--- src/rtl/smb_cfg_pkg.sv ---
package smb_cfg_pkg;

    typedef enum logic [2:0] {
        S_IDLE,
        S_ADDR,
        S_CMD,
        S_COUNT,
        S_WDATA,
        S_RDATA,
        S_WAIT
    } smb_state_e;

    typedef struct packed {
        smb_state_e st;
        logic [3:0] bcnt;    // SCL rising edges seen in the current 9-bit frame
        logic [7:0] sh;      // receive shift register
        logic [7:0] tx;      // byte being transmitted
        logic       oe;      // SDA pull-down
        logic       ack;     // ACK to drive in the coming ninth slot
        logic [6:0] ptr;     // register index
        logic [7:0] remain;  // data bytes still allowed to store
        logic       blk;     // block access selected
        logic       cmd_ok;  // a command byte has been taken since START
        logic       first;   // read addressed, first byte not loaded yet
        logic       cnt_ph;  // next transmitted byte is the block count
        logic       load;    // load tx from the bank this cycle
    } smb_ctx_t;

endpackage

--- src/rtl/smb_line_events.sv ---
module smb_line_events (
    input  logic clk,
    input  logic rst_n,
    input  logic scl_i,
    input  logic sda_i,
    output logic scl_rise,
    output logic scl_fall,
    output logic start_det,
    output logic stop_det
);
    logic scl_q, sda_q;

    always_ff @(posedge clk or negedge rst_n) begin
        if (!rst_n) begin
            scl_q <= 1'b1;
            sda_q <= 1'b1;
        end else begin
            scl_q <= scl_i;
            sda_q <= sda_i;
        end
    end

    assign scl_rise  = scl_i & ~scl_q;
    assign scl_fall  = ~scl_i & scl_q;
    assign start_det = scl_i & scl_q & sda_q & ~sda_i;
    assign stop_det  = scl_i & scl_q & ~sda_q & sda_i;
endmodule

--- src/rtl/smb_reg_bank.sv ---
module smb_reg_bank #(
    parameter int         NUM_REGS = 8,
    parameter logic [7:0] RST_VAL  = 8'hFF
) (
    input  logic                  clk,
    input  logic                  rst_n,
    input  logic                  we,
    input  logic [6:0]            waddr,
    input  logic [7:0]            wdata,
    input  logic [6:0]            raddr,
    output logic [7:0]            rdata,
    output logic [NUM_REGS*8-1:0] regs_o
);
    logic [7:0] regs [NUM_REGS];

    for (genvar i = 0; i < NUM_REGS; i++) begin : g_reg
        always_ff @(posedge clk or negedge rst_n) begin
            if (!rst_n)
                regs[i] <= RST_VAL;
            else if (we && waddr == 7'(i))
                regs[i] <= wdata;
        end
        assign regs_o[i*8 +: 8] = regs[i];
    end

    always_comb begin
        rdata = 8'h00;
        for (int i = 0; i < NUM_REGS; i++) begin
            if (raddr == 7'(i))
                rdata = regs[i];
        end
    end
endmodule

--- src/rtl/smb_cfg_slave.sv ---
module smb_cfg_slave
    import smb_cfg_pkg::*;
#(
    parameter int         NUM_REGS = 8,
    parameter logic [6:0] DEV_ADDR = 7'h69,
    parameter logic [7:0] RST_VAL  = 8'hFF
) (
    input  logic                  clk,
    input  logic                  rst_n,
    input  logic                  scl_i,
    input  logic                  sda_i,
    output logic                  sda_oe_o,
    output logic [NUM_REGS*8-1:0] cfg_o
);
    localparam logic [6:0] REG_LIMIT  = 7'(NUM_REGS);
    localparam logic [7:0] COUNT_BYTE = 8'(NUM_REGS);

    smb_ctx_t   q, d;
    logic       scl_rise, scl_fall, start_det, stop_det;
    logic       we;
    logic [7:0] nb, rdata;
    logic [6:0] wr_idx;
    logic [3:0] bit_pos;

    smb_line_events u_events (
        .clk       (clk),
        .rst_n     (rst_n),
        .scl_i     (scl_i),
        .sda_i     (sda_i),
        .scl_rise  (scl_rise),
        .scl_fall  (scl_fall),
        .start_det (start_det),
        .stop_det  (stop_det)
    );

    smb_reg_bank #(.NUM_REGS(NUM_REGS), .RST_VAL(RST_VAL)) u_bank (
        .clk    (clk),
        .rst_n  (rst_n),
        .we     (we),
        .waddr  (q.ptr),
        .wdata  (nb),
        .raddr  (q.ptr),
        .rdata  (rdata),
        .regs_o (cfg_o)
    );

    always_comb begin
        d      = q;
        we     = 1'b0;
        nb     = {q.sh[6:0], sda_i};
        d.load = 1'b0;
        if (q.load)
            d.tx = q.cnt_ph ? COUNT_BYTE : rdata;

        if (start_det) begin
            d.st   = S_ADDR;
            d.bcnt = 4'd0;
            d.oe   = 1'b0;
            d.ack  = 1'b0;
        end else if (stop_det) begin
            d.st     = S_IDLE;
            d.bcnt   = 4'd0;
            d.oe     = 1'b0;
            d.ack    = 1'b0;
            d.cmd_ok = 1'b0;
        end else if (q.st == S_IDLE) begin
            d.oe = 1'b0;
        end else if (scl_rise) begin
            if (q.bcnt != 4'd8) begin
                d.sh   = nb;
                d.bcnt = q.bcnt + 4'd1;
                if (q.bcnt == 4'd7) begin
                    d.ack = 1'b0;
                    case (q.st)
                        S_ADDR: begin
                            if (nb[7:1] == DEV_ADDR) begin
                                d.ack = 1'b1;
                                if (nb[0]) begin
                                    d.st     = S_RDATA;
                                    d.first  = 1'b1;
                                    d.cnt_ph = q.cmd_ok & q.blk;
                                end else begin
                                    d.st = S_CMD;
                                end
                            end else begin
                                d.st = S_WAIT;
                            end
                        end
                        S_CMD: begin
                            d.ack    = 1'b1;
                            d.cmd_ok = 1'b1;
                            d.blk    = ~nb[7];
                            d.ptr    = nb[7] ? nb[6:0] : 7'd0;
                            d.remain = nb[7] ? 8'd1 : 8'd0;
                            d.st     = nb[7] ? S_WDATA : S_COUNT;
                        end
                        S_COUNT: begin
                            d.ack    = 1'b1;
                            d.remain = nb;
                            d.st     = S_WDATA;
                        end
                        S_WDATA: begin
                            d.ack = 1'b1;
                            if (q.remain != 8'd0) begin
                                we       = (q.ptr < REG_LIMIT);
                                d.ptr    = q.ptr + 7'd1;
                                d.remain = q.remain - 8'd1;
                            end
                        end
                        default: ;
                    endcase
                end
            end else begin
                d.bcnt = 4'd0;
                if (q.st == S_RDATA) begin
                    if (q.first) begin
                        d.first = 1'b0;
                        d.load  = 1'b1;
                    end else if (sda_i) begin
                        d.st = S_WAIT;
                    end else begin
                        if (q.cnt_ph) d.cnt_ph = 1'b0;
                        else          d.ptr    = q.ptr + 7'd1;
                        d.load = 1'b1;
                    end
                end
            end
        end else if (scl_fall) begin
            if (q.bcnt == 4'd8)
                d.oe = q.ack;
            else if (q.st == S_RDATA && !q.first)
                d.oe = ~q.tx[~q.bcnt[2:0]];
            else
                d.oe = 1'b0;
        end
    end

    always_ff @(posedge clk or negedge rst_n) begin
        if (!rst_n) begin
            q    <= '0;
            q.st <= S_IDLE;
        end else begin
            q <= d;
        end
    end

    assign sda_oe_o = q.oe;
    assign wr_idx   = q.ptr;
    assign bit_pos  = q.bcnt;
endmodule

--- config.mk ---
export PLATFORM = sky130hd
export DESIGN_NAME = smb_cfg_slave
export DESIGN_NICKNAME = d
export VERILOG_FILES = /design/src/rtl/smb_cfg_pkg.sv /design/src/rtl/smb_line_events.sv /design/src/rtl/smb_reg_bank.sv /design/src/rtl/smb_cfg_slave.sv
export SDC_FILE = /design/constraint.sdc
export NUM_CORES = 1
export LEC_CHECK = 0
export ABC_AREA = 1
export ABC_CLOCK_PERIOD_IN_PS = 5900
export BUFFER_PORTS_ARGS = -buffer_cell sky130_fd_sc_hd__buf_2
export CORE_MARGIN = 5
export CORE_UTILIZATION = 50
export DETAILED_ROUTE_END_ITERATION = 6
export GPL_TIMING_DRIVEN = 0
export PLACE_DENSITY = 0.81
export SLEW_MARGIN = 20
export SYNTH_ARGS = -nofsm -noshare
export SYNTH_HDL_FRONTEND = slang
export SYNTH_SLANG_ARGS = --single-unit
--- constraint.sdc ---
create_clock -name clk -period 5.9 [get_ports clk]
set_input_delay 0.59 -clock clk [delete_from_list [all_inputs] [get_ports clk]]
set_output_delay 0.59 -clock clk [all_outputs]
set_load 0.005 [all_outputs]
# Yosys cells after proc, flatten, opt, wreduce, memory -nomap -nowiden
# Index checks and enable logic that the tools add are counted.
[totals]
reg_bits = 111
inputBits = 4
wordCells = 185
[classes]
order_cmp = 2
bitwise_logic = 18
addsub = 3
n_eq_ne = 32
n_reduce_logical = 37
n_mux = 70
[op_table]
columns = ["op", "count"]
rows = [
  ["2-to-1 mux 8 bit", 10],
  ["2-to-1 mux 7 bit", 9],
  ["2-to-1 mux 15 bit", 3],
  ["2-to-1 mux 21 bit", 2],
  ["== test 7 x 3 -> 1 bit (second input constant)", 4],
  ["2-to-1 mux 3 bit", 8],
  ["case mux 8 bit (3 select lines)", 1],
  ["2-to-1 mux 1 bit", 23],
  ["AND reduction 11 bit", 2],
  ["2-to-1 mux 20 bit", 1],
  ["2-to-1 mux 2 bit", 8],
  ["== test 7 x 2 -> 1 bit (second input constant)", 2],
  ["case mux 7 bit (2 select lines)", 1],
  ["AND reduction 7 bit", 2],
  ["inequality test 2 x 1 -> 1 bit (second input constant)", 6],
  ["nonzero test 3 bit", 4],
  ["nonzero test 4 bit", 3],
  ["2-to-1 mux 10 bit", 1],
  ["nonzero test 2 bit", 5],
  ["logical AND 1 bit", 9],
  ["NOT 1 bit", 9],
  ["case mux 3 bit (3 select lines)", 1],
  ["AND reduction 9 bit", 1],
  ["AND 1 bit", 8],
  ["other kinds (32)", 39],
]

# Depth between registers and ports, before layout
# Gate-level depths: netlist of the first run.
[depth]
depth_word = 11
depth_mapped = 14

# By module
# A second synthesis of the first run with hierarchy kept.
[hier_totals]
cells_unflattened = 745
hier_area_um2 = 6002.0
[modules_own_cells]
columns = ["mod", "cells_each", "n_inst", "seq_area_each_um2", "area_per_inst_um2"]
rows = [
  ["smb_reg_bank", 360, 1, 1681.6, 3204.3],
  ["smb_cfg_slave", 372, 1, 1101.1, 2703.8],
  ["smb_line_events", 13, 1, 52.6, 93.8],
]

# Worst setup path after synthesis of the first run
# Ideal clock, no wire load.
[synth_timing]
path_kind = "register to register"
start = "register q, in the netlist bit_pos[0]"
end = "register q[42] in the netlist's numbering"
slack_ps = 3885
required_ps = 5817
setup_ps = 83
period_less_slack_ps = 2015
arrival_time_ps = 1932
path_buffers = 1
stages_incl_launch_ff = 11
path_cell_list = "dfrtp_1 -> clkbuf_1 -> inv_1 -> ha_1 -> nand3_1 -> inv_1 -> a21oi_1 -> nand2_1 -> a22oi_1 -> o21ai_0 -> o21ai_0"
[synth_via]
elab_chain_len = 6
word_cells_on_any_way = 13
cone_classes = "5 x eq/ne; 5 x mux; 3 x reduce/logical"
[synth_rtl]
columns = ["item", "line", "rtl"]
rows = [
  ["start: declaration", "smb_cfg_slave.sv:18", "smb_ctx_t q, d;"],
  ["inequality test 4 bit", "smb_cfg_slave.sv:69", "if (q.bcnt != 4'd8) begin"],
  ["2-to-1 mux 7 bit", "smb_cfg_slave.sv:69", ""],
  ["2-to-1 mux 15 bit", "smb_cfg_slave.sv:68", "end else if (scl_rise) begin"],
  ["2-to-1 mux 15 bit", "smb_cfg_slave.sv:66", "end else if (q.st == S_IDLE) begin"],
  ["2-to-1 mux 7 bit", "smb_cfg_slave.sv:60", "end else if (stop_det) begin"],
  ["2-to-1 mux 7 bit", "smb_cfg_slave.sv:55", "if (start_det) begin"],
]
# Several ways; a longest one is shown, not always the timed one. The select of a mux whose other input is x is not followed.
# A chain may end at the register's enable or synchronous reset.

# Worst setup path after layout of the first run
[layout_timing]
start = "register q, in the netlist bit_pos[0]"
end = "register q, in the netlist nb[7]"
[layout_via]
elab_chain_len = 2
[layout_rtl]
columns = ["item", "line"]
rows = [
  ["inequality test 4 bit", "smb_cfg_slave.sv:69"],
  ["AND reduction 5 bit (no line)", "n/a"],
]
# No other way between the ends.

==> out/metrics.yaml, run 1 <==
post-cts-setup-buffers: 0
cts_hold_buffers: 0
crit_fanout: 10
required_ns: 6.13
grt-ovfl-total: 0
yosys.cell_types.count: 31
period_share_pct: 43.77
clkPwrFrac_pct: 28.5
start_kind: "flip-flop"
synthMuxAreaShare_pct: 0
crit_path_end_kind: "flip-flop"
critPathKind: "flip-flop to flip-flop"
routed_via_density: 5.455
p_per_area_nw_per_um2: 267.4
yosys_warnings: 0
ir_drop_mv: 0.2006
portBuffers: 68
final_cells: 929
synthFlopType: "dfstp_2"
synth_xor_area_share_pct: 0.1578
grt_max_degree: 78
syn_area_per_cell_um2: 7.884
yosysTopAreaCellShare_pct: 31.24
finalCriticalPeriod_ns: 2.582
grt_util_all_layers_pct: 22.79
fin_worst_skew_ns: 0.01249
ios: 69
diodes: 0
dr_wl_met3_um: 874
relSlewSlack_pct: 51.05
drt_wl_total_um: 14500
cap_violations: 0
gp_congestion: 0.8845
syn2layout_area_growth_pct: 13.64
setup_slack_ns: 3.318
nNetsFinal: 796
synth_top_family_by_area: "simple AND/OR/NAND/NOR gates"
numClockSinks: 110
cp.arrival_ns: 2.81
drc_errors: 0
crit-reg2reg-launch: "bit_pos[0]$_DFFE_PN0P_"
dieArea_um2: 13310
report.final.slew_viol_count: 0
grt_pass1_wl_um: 24030
cts_resized: 0
fin_tns_setup_ns: 0
worstSkewPairLatency_ns: 0.38
met1_length_um: 6511
async_reset_ff_share_pct: 100.0
synth_nets: 716
ys_top_cells_by_area: "dfstp_2 (31%), dfrtp_1 (20%), nand2_1 (13%)"
fillCellCount: 1004
r2r_end: "nb[7]$_DFFE_PN0P_"
clkTransAtPathRegs_ns: 0.10
root_buffer: "clkbuf_8"
dieWidth_um: 115.4
seq_area_frac_synth_pct: 51.08
pwr-share-seq_pct: 49.8
place_inst: 913
ys_seq_elements: 110
hold_path.class: "input pin to async pin"
grt_antenna_before_repair: 0
coreArea_um2: 10840
pwr-share-comb_pct: 21.7
syn_inst: 704
ant_nets: 0
die_h_um: 115.4
synth_common_cells: "nand2_1 (190), o21ai_0 (114), nor2_1 (75)"
r2r_slack_ns: 3.32
rsz0062_at_grt: "no"
status: "complete, no violations"
synthSimpleGateAreaFrac_pct: 23.69
drt_iter0_markers: 389
crit_path_start: "bit_pos[0]$_DFFE_PN0P_"
synth_compound_area_share_pct: 17.13
place_ws_ns: 3.361
top_layer_used: "met4"
worst_slew_pin_slew_ns: 0.7343
sw_frac_of_total_pct: 35.02
wl_met2_um: 6855
dp_hpwl_um: 10290
layout-drive-gt1-share_pct: 20.79
r2r_cells: 8
p_int_mw: 1.096
avgRoutedWirePerCell_um: 15.61
hold_violations: 0
syn-cell-area_um2: 5550
synth_edf_count: 0
row_count: 38
synth.most_common_cell: "nand2_1"
vias: 5068
p_leak_nw: 2.879
synth_fa_ha_area_share_pct: 1.803
fin_util_pct: 58.18
grt_pass1_vias: 4787
finalSetupViolCount: 0
detail_route.first_pass.iterations: 5
clock_path_buffers: 2
cts_tree: "yes"
initial_utilization_pct: 51.20
cts_buffers: 9
power.switching_mw: 0.5905
max_freq_ghz: 0.3873
cts.htree.levels: 3
yosysTopAreaCell: "dfstp_2"
[worst max-delay path by stage]
stage	endpoint	slack, ns	depth (start not counted)
after CTS	nb[7]$_DFFE_PN0P_	3.30	8
after detailed placement	nb[7]$_DFFE_PN0P_	3.36	8
after global routing	nb[7]$_DFFE_PN0P_	2.98	8
final	nb[7]$_DFFE_PN0P_	3.32	8
after global placement	q[28]$_DFFE_PN0P_	3.01	1
after floorplan	q[42]$_DFFE_PN0P_	3.89	10
[cells in the final DEF (no fill, tap or decap), drive strengths merged]
cell type	synthesis	layout
o221ai	1	1
o21ai	114	114
clkbuf	18	28
nor4	1	1
a22oi	2	2
clkinv	0	3
dfrtp	44	44
a31oi	3	3
or2	3	3
nor3	13	13
a32oi	2	2
nor2	75	75
a21oi	37	37
nand2	191	191
a22o	2	2
inv	59	61
o211ai	7	7
ha	8	8
o22ai	5	5
xor2	1	1
a211oi	1	1
buf	8	77
dfstp	66	66
nand3	38	38
a2111oi	1	1
nand4	2	2
o32ai	2	2
bufinv	0	1
[state kept, by name, indices dropped and copies added, names as in the netlist]
signal and cells:
bit_pos 4, u_events.scl_q 1, u_events.sda_q 1, q 25
u_bank.regs_o 64, nb 7, wr_idx 7, sda_oe_o 1
[per-stage QoR]
step	total power [mW]	area [µm²]	hold WS [ns]
6_report	1.686	6307	0.09061
3_5_place_dp	1.213	6100	0.4660
5_1_grt	1.778	6307	0.1046
2_1_floorplan	1.074	5550	0.2944
3_3_place_gp	1.203	6066	0.4677
4_1_cts	1.688	6307	0.09741
[power groups by stage]
stage,Combinational [mW],Clock (mW),Sequential (mW)
after detailed placement,0.361,0,0.851
final,0.366,0.480,0.840
after CTS,0.364,0.486,0.839
after floorplan,0.234,0,0.839
after global placement,0.353,0,0.850
after global routing,0.416,0.514,0.847
[cell type report]
cell class | count | area, µm² | share of cell area [%]
plain buffers | 26 | 118.9 | 1.885
well taps | 140 | 175.2 | 2.777
inverters | 59 | 221.5 | 3.511
repair buffers | 69 | 374.1 | 5.931
clock inverters | 6 | 80.08 | 1.270
flip-flops and latches | 110 | 2835 | 44.95
clock buffers | 10 | 127.6 | 2.023
multi-input cells | 509 | 2375 | 37.65
[routing by layer]
metal	global-route usage (%)	vias to the layer above
met2	35.96	164
met5	0	-
met1	32.82	2396
li1	-	2485
met4	5.947	0
met3	3.842	23
[critical path: stages (launching register included)]
cell and delay (ns):
dfrtp_1 0.36, clkbuf_1 0.29, inv_1 0.13, ha_1 0.22, nand3_1 0.25, inv_1 0.20
nor2_1 0.47, clkbuf_1 0.35, o21ai_0 0.15
[cell families (layout without fill, tap and decap cells)]
kind of cell | Yosys count | count (layout)
simple gates | 323 | 323
compound gates | 177 | 177
flops | 110 | 110
buf+inv | 85 | 170
fa+ha+maj | 8 | 8
xor+xnor | 1 | 1
(Power assumes the default switching activity.)
==> inputs of run 2 (changes only) <==
- ABC_CLOCK_PERIOD_IN_PS: 5900 -> 2600
- clock period: 5.9 -> 2.6 ns (I/O delays scaled with it)
==> out/metrics.yaml, run 2 (same netlist as run 1, synthesis figures left out) <==
final_cells: 934  # was 929
final_common_cell: "nand2_1"  # unchanged
setup_slack_ns: 0.2269  # was 3.318 ns
rsz0062_at_grt: "no"  # unchanged
crit_path_end_kind: "flip-flop"  # unchanged
grt_pass1_wl_um: 24070  # was 24,030 µm
numClockSinks: 110  # unchanged
ios: 69  # unchanged
critPathKind: "flip-flop to flip-flop"  # unchanged
hold_violations: 0  # unchanged
wl_met2_um: 6846  # was 6855 µm
largest_reg_flops: 64  # unchanged
finalSetupViolCount: 0  # unchanged
cts.htree.levels: 3  # unchanged
crit-reg2reg-launch: "wr_idx[0]$_DFFE_PN0P_"  # was bit_pos[0]$_DFFE_PN0P_
routed_via_density: 5.512  # was 5.455
fin_tns_setup_ns: 0  # unchanged
crit_fanout: 10  # unchanged
top_layer_used: "met4"  # unchanged
cap_violations: 0  # unchanged
syn2layout_area_growth_pct: 14.72  # was 13.64%
worst_slew_pin_slew_ns: 0.7641  # was 0.7343 ns
r2r_cells: 11  # was 8
initial_utilization_pct: 51.20  # unchanged
dieArea_um2: 13310  # unchanged
row_count: 38  # unchanged
portBuffers: 68  # unchanged
grt_antenna_before_repair: 0  # unchanged
detail_route.first_pass.iterations: 5  # unchanged
fin_worst_skew_ns: 0.01164  # was 0.01249 ns
report.final.slew_viol_count: 0  # unchanged
dp_hpwl_um: 10290  # unchanged
grt_util_all_layers_pct: 22.82  # was 22.79%
status: "complete, no violations"  # unchanged
dieWidth_um: 115.4  # unchanged
avgRoutedWirePerCell_um: 15.54  # was 15.61 µm
p_leak_nw: 2.912  # was 2.879 nW
nNetsFinal: 801  # was 796
vias: 5148  # was 5,068
hold_path.class: "input pin to async pin"  # unchanged
grt_pass1_vias: 4803  # was 4,787
layout-drive-gt1-share_pct: 21.54  # was 20.79%
met1_length_um: 6485  # was 6511 µm
drt_iter0_markers: 330  # was 389
period_share_pct: 91.27  # was 43.77%
place_inst: 913  # unchanged
coreArea_um2: 10840  # unchanged
clkTransAtPathRegs_ns: 0.11  # was 0.10 ns
finalCriticalPeriod_ns: 2.373  # was 2.582 ns
r2r_end: "q[25]$_DFFE_PN0P_"  # was nb[7]$_DFFE_PN0P_
p_per_area_nw_per_um2: 602.8  # was 267.4 nW/µm²
worstSkewPairLatency_ns: 0.38  # about the same
mostFrequentLayoutCells: "nand2_1 (190), o21ai_0 (114), nor2_1 (74), buf_2 (72), dfstp_2 (66)"  # was nand2_1 (190), o21ai_0 (114), nor2_1 (75), buf_2 (72), dfstp_2 (66)
ir_drop_mv: 0.4513  # was 0.2006 mV
drt_wl_total_um: 14520  # was 14,500 µm
r2r_slack_ns: 0.23  # was 3.32 ns
clock_path_buffers: 2  # unchanged
required_ns: 2.87  # was 6.13 ns
root_buffer: "clkbuf_8"  # unchanged
fillCellCount: 999  # was 1,004
cts_buffers: 9  # unchanged
gp_congestion: 0.8845  # unchanged
holdWs_ns: 0.3337  # was 0.09061 ns
place_ws_ns: 0.06127  # was 3.361 ns
grt_max_degree: 78  # unchanged
fin_util_pct: 58.74  # was 58.18%
dr_wl_met3_um: 903  # was 874 µm
start_kind: "flip-flop"  # unchanged
cp.arrival_ns: 2.64  # was 2.81 ns
grt-ovfl-total: 0  # unchanged
drc_errors: 0  # unchanged
ant_nets: 0  # unchanged
max_freq_ghz: 0.4214  # was 0.3873 GHz
diodes: 0  # unchanged
cts_tree: "yes"  # unchanged
die_h_um: 115.4  # unchanged
relSlewSlack_pct: 49.06  # was 51.05%
## run 2: area by class of cell
cell class | instances | area, µm² | share of cell area [%]
plain buffers | 26 | 121.4 | 1.906
clock buffers | 10 | 127.6 | 2.004
clock inverters | 6 | 80.08 | 1.258
inverters | 59 | 221.5 | 3.478
multi-input cells | 509 | 2387 | 37.49
flip-flops and latches | 110 | 2835 | 44.53
well taps | 140 | 175.2 | 2.751
repair buffers | 74 | 419.2 | 6.583
## run 2: metrics by stage
step	cell area (µm²)	power, mW
after detailed placement	6100	2.752
after global routing	6367	4.044
after CTS	6340	3.835
final	6367	3.838
after global placement	6066	2.730
after floorplan	5550	2.436
## run 2: how the worst max path moves through the flow
stage | startpoint | end | slack (ns)
5_1_grt | bit_pos[0]$_DFFE_PN0P_ | wr_idx[5]$_DFFE_PN0P_ | 0.03
2_1_floorplan | bit_pos[0]$_DFFE_PN0P_ | q[42]$_DFFE_PN0P_ | 0.59
4_1_cts | bit_pos[1]$_DFFE_PN0P_ | u_bank.regs_o[60]$_DFFE_PN1P_ | 0.12
6_report | wr_idx[0]$_DFFE_PN0P_ | q[25]$_DFFE_PN0P_ | 0.23
3_5_place_dp | bit_pos[0]$_DFFE_PN0P_ | nb[7]$_DFFE_PN0P_ | 0.06
3_3_place_gp | rst_n | q[28]$_DFFE_PN0P_ | 0.04
## run 2: power by group
part	internal [mW]	switching (mW)	leakage, nW
Combinational	0.214	0.628	1.56
Sequential	1.81	0.0935	1.25
Clock	0.465	0.624	0.106
## run 2: layer usage
metal	up-vias	global-route usage, %
met2	189	36.07
li1	2504	-
met1	2431	32.86
met3	24	3.789
met5	-	0
met4	0	5.947
## run 2: critical path: stages (launching register included)
cell     delay (ns)
dfrtp_1        0.47
ha_1           0.20
inv_1          0.07
nor3_2         0.55
inv_1          0.28
or2_2          0.34
nand2_1        0.07
nand2_1        0.05
nand2_1        0.05
nand2_1        0.05
nand2_1        0.08
a21oi_1        0.06
## run 2: what timing repair did
item,CTS,global route
gates resized for setup,1,6
pin swaps,0,1
hold buffers,3,0
endpoints found under the hold margin,23,0
cloned,0,0
buffers inserted,0,2
endpoints found under the setup margin,1,81
==> inputs of run 3 (changes only) <==
- CORE_ASPECT_RATIO: default -> 1.75
==> out/metrics.yaml, run 3 (same netlist as run 1, synthesis figures left out) <==
cts.htree.levels: 3  # unchanged
cts_buffers: 9  # unchanged
crit_path_end_kind: "flip-flop"  # unchanged
place_inst: 905  # was 913
place_area_um2: 6090  # was 6100 µm²
max_freq_ghz: 0.4202  # was 0.4214 GHz
status: "complete, no violations"  # unchanged
hold_violations: 0  # unchanged
holdPathEnd: "u_events.sda_q$_DFF_PN1_"
setup_slack_ns: 0.2203  # was 0.2269 ns
p_per_area_nw_per_um2: 634.8  # was 602.8 nW/µm²
row_count: 51  # was 38
final_cells: 924  # was 934
p_leak_nw: 2.917  # was 2.912 nW
critPathKind: "flip-flop to flip-flop"  # unchanged
drt_iter0_markers: 319  # was 330
grt_antenna_before_repair: 0  # unchanged
stdcell_area_um2: 6395  # was 6367 µm²
fin_util_pct: 57.93  # was 58.74%
finalCriticalPeriod_ns: 2.380  # was 2.373 ns
vias: 5149  # was 5,148
report.final.slew_viol_count: 0  # unchanged
ios: 69  # unchanged
drc_errors: 0  # unchanged
coreArea_um2: 11040  # was 10,840 µm²
r2r_end: "wr_idx[1]$_DFFE_PN0P_"  # was q[25]$_DFFE_PN0P_
place_ws_ns: -0.06456  # was 0.06127 ns
relSlewSlack_pct: 49.46  # was 49.06%
mostFrequentLayoutCells: "nand2_1 (190), o21ai_0 (113), nor2_1 (73), buf_2 (72), dfstp_2 (66)"  # was nand2_1 (190), o21ai_0 (114), nor2_1 (74), buf_2 (72), dfstp_2 (66)
numClockSinks: 110  # unchanged
initial_utilization_pct: 50.28  # was 51.20%
largest_reg_flops: 64  # unchanged
worst_slew_pin_slew_ns: 0.7582  # was 0.7641 ns
r2r_cells: 9  # was 11
crit_fanout: 10  # unchanged
layout-drive-gt1-share_pct: 21.34  # was 21.54%
start_kind: "flip-flop"  # unchanged
finalSetupViolCount: 0  # unchanged
grt_pass1_wl_um: 24730  # was 24,070 µm
portBuffers: 68  # unchanged
root_buffer: "clkbuf_16"  # was clkbuf_8
dieArea_um2: 13390  # was 13,310 µm²
hold_depth: 1
detail_route.first_pass.iterations: 5  # unchanged
holdWs_ns: 0.01378  # was 0.3337 ns
dp_hpwl_um: 11140  # was 10,290 µm
syn2layout_area_growth_pct: 15.22  # was 14.72%
gp_congestion: 0.9334  # was 0.8845
worstSkewPairLatency_ns: 0.36  # was 0.38 ns
diodes: 0  # unchanged
drt_wl_total_um: 15410  # was 14,520 µm
grt-ovfl-total: 0  # unchanged
hold_path.class: "input pin to flip-flop"  # was input pin to async pin
ir_drop_mv: 0.4058  # was 0.4513 mV
cap_violations: 0  # unchanged
cts_tree: "yes"  # unchanged
avgRoutedWirePerCell_um: 16.67  # was 15.54 µm
grt_pass1_vias: 5035  # was 4,803
routed_via_density: 5.573  # was 5.512
cp.arrival_ns: 2.61  # was 2.64 ns
finalPower_mw: 4.059  # was 3.838 mW
final_common_cell: "nand2_1"  # unchanged
grt_max_degree: 79  # was 78
dieWidth_um: 89.65  # was 115.4 µm
grt_util_all_layers_pct: 24.06  # was 22.82%
ant_nets: 0  # unchanged
crit-reg2reg-launch: "bit_pos[0]$_DFFE_PN0P_"  # was wr_idx[0]$_DFFE_PN0P_
required_ns: 2.83  # was 2.87 ns
clock_path_buffers: 2  # unchanged
fin_tns_setup_ns: 0  # unchanged
min-delay-start: "sda_i"
clkTransAtPathRegs_ns: 0.07  # was 0.11 ns
rsz0062_at_grt: "no"  # unchanged
period_share_pct: 91.53  # was 91.27%
die_h_um: 149.4  # was 115.4 µm
nNetsFinal: 799  # was 801
fin_worst_skew_ns: 0.01296  # was 0.01164 ns
r2r_slack_ns: 0.22  # was 0.23 ns
run 3: cell count changes in the layout (fill, tap and decap cells not counted), moves of 2 or more:
cell	change
clkbuf_1	+3
clkbuf_16	+9
clkbuf_8	-9
clkinvlp_4	+2
dlygate4sd3_1	-2
run 3: layout make-up:
type / count / area [µm²]
Fill cell: 1019 / 4644
Timing Repair Buffer: 72 / 399.1
Inverter: 59 / 221.5
Multi-Input combinational cell: 509 / 2385
Clock buffer: 12 / 236.5
Tap cell: 132 / 165.2
Clock inverter: 4 / 32.53
Buffer: 26 / 120.1
Sequential cell: 110 / 2835
run 3: report_power, final:
part	switching [mW]	total, mW	leakage (nW)	internal [mW]
combinational	0.642	0.854	1.54	0.212
sequential	0.104	1.92	1.25	1.81
clock	0.628	1.29	0.125	0.659
run 3: what timing repair did:
| action | CTS | global route |
|---|---|---|
| gates cloned | 0 | 0 |
| hold buffers | 1 | 0 |
| setup buffers | 0 | 2 |
| setup endpoints to repair | 9 | 68 |
| resized for setup | 2 | 4 |
| pin swaps | 0 | 2 |
| endpoints found under the hold margin | 25 | 0 |
run 3: critical path: stages, from the launching register on:
cell	delay, ns
dfrtp_1	0.39
clkbuf_2	0.19
inv_1	0.13
ha_1	0.16
nand3_1	0.31
inv_2	0.26
a21oi_1	0.11
o21ai_1	0.29
buf_2	0.31
a21oi_1	0.10
run 3: worst max path at each step:
stage                                start  depth (start not counted)                      endpoint  slack [ns]
detailed placement  bit_pos[0]$_DFFE_PN0P_                          8             nb[5]$_DFFE_PN0P_       -0.06
CTS                 bit_pos[1]$_DFFE_PN0P_                          8  u_bank.regs_o[2]$_DFFE_PN1P_         0.1
finish              bit_pos[0]$_DFFE_PN0P_                          9         wr_idx[1]$_DFFE_PN0P_        0.22
floorplan           bit_pos[0]$_DFFE_PN0P_                         10             q[42]$_DFFE_PN0P_        0.59
global placement    bit_pos[0]$_DFFE_PN0P_                          8             nb[7]$_DFFE_PN0P_       -0.02
global route         wr_idx[0]$_DFFE_PN0P_                         13             q[28]$_DFFE_PN0P_        0.01
run 3: metal layers:
metal	GRT usage, %	vias up	share of wire, %
li1	-	2494	-
met1	27.92	2435	38
met2	41.46	169	53
met3	3.317	51	3.8
met4	13.04	0	5.0
met5	0	-	0
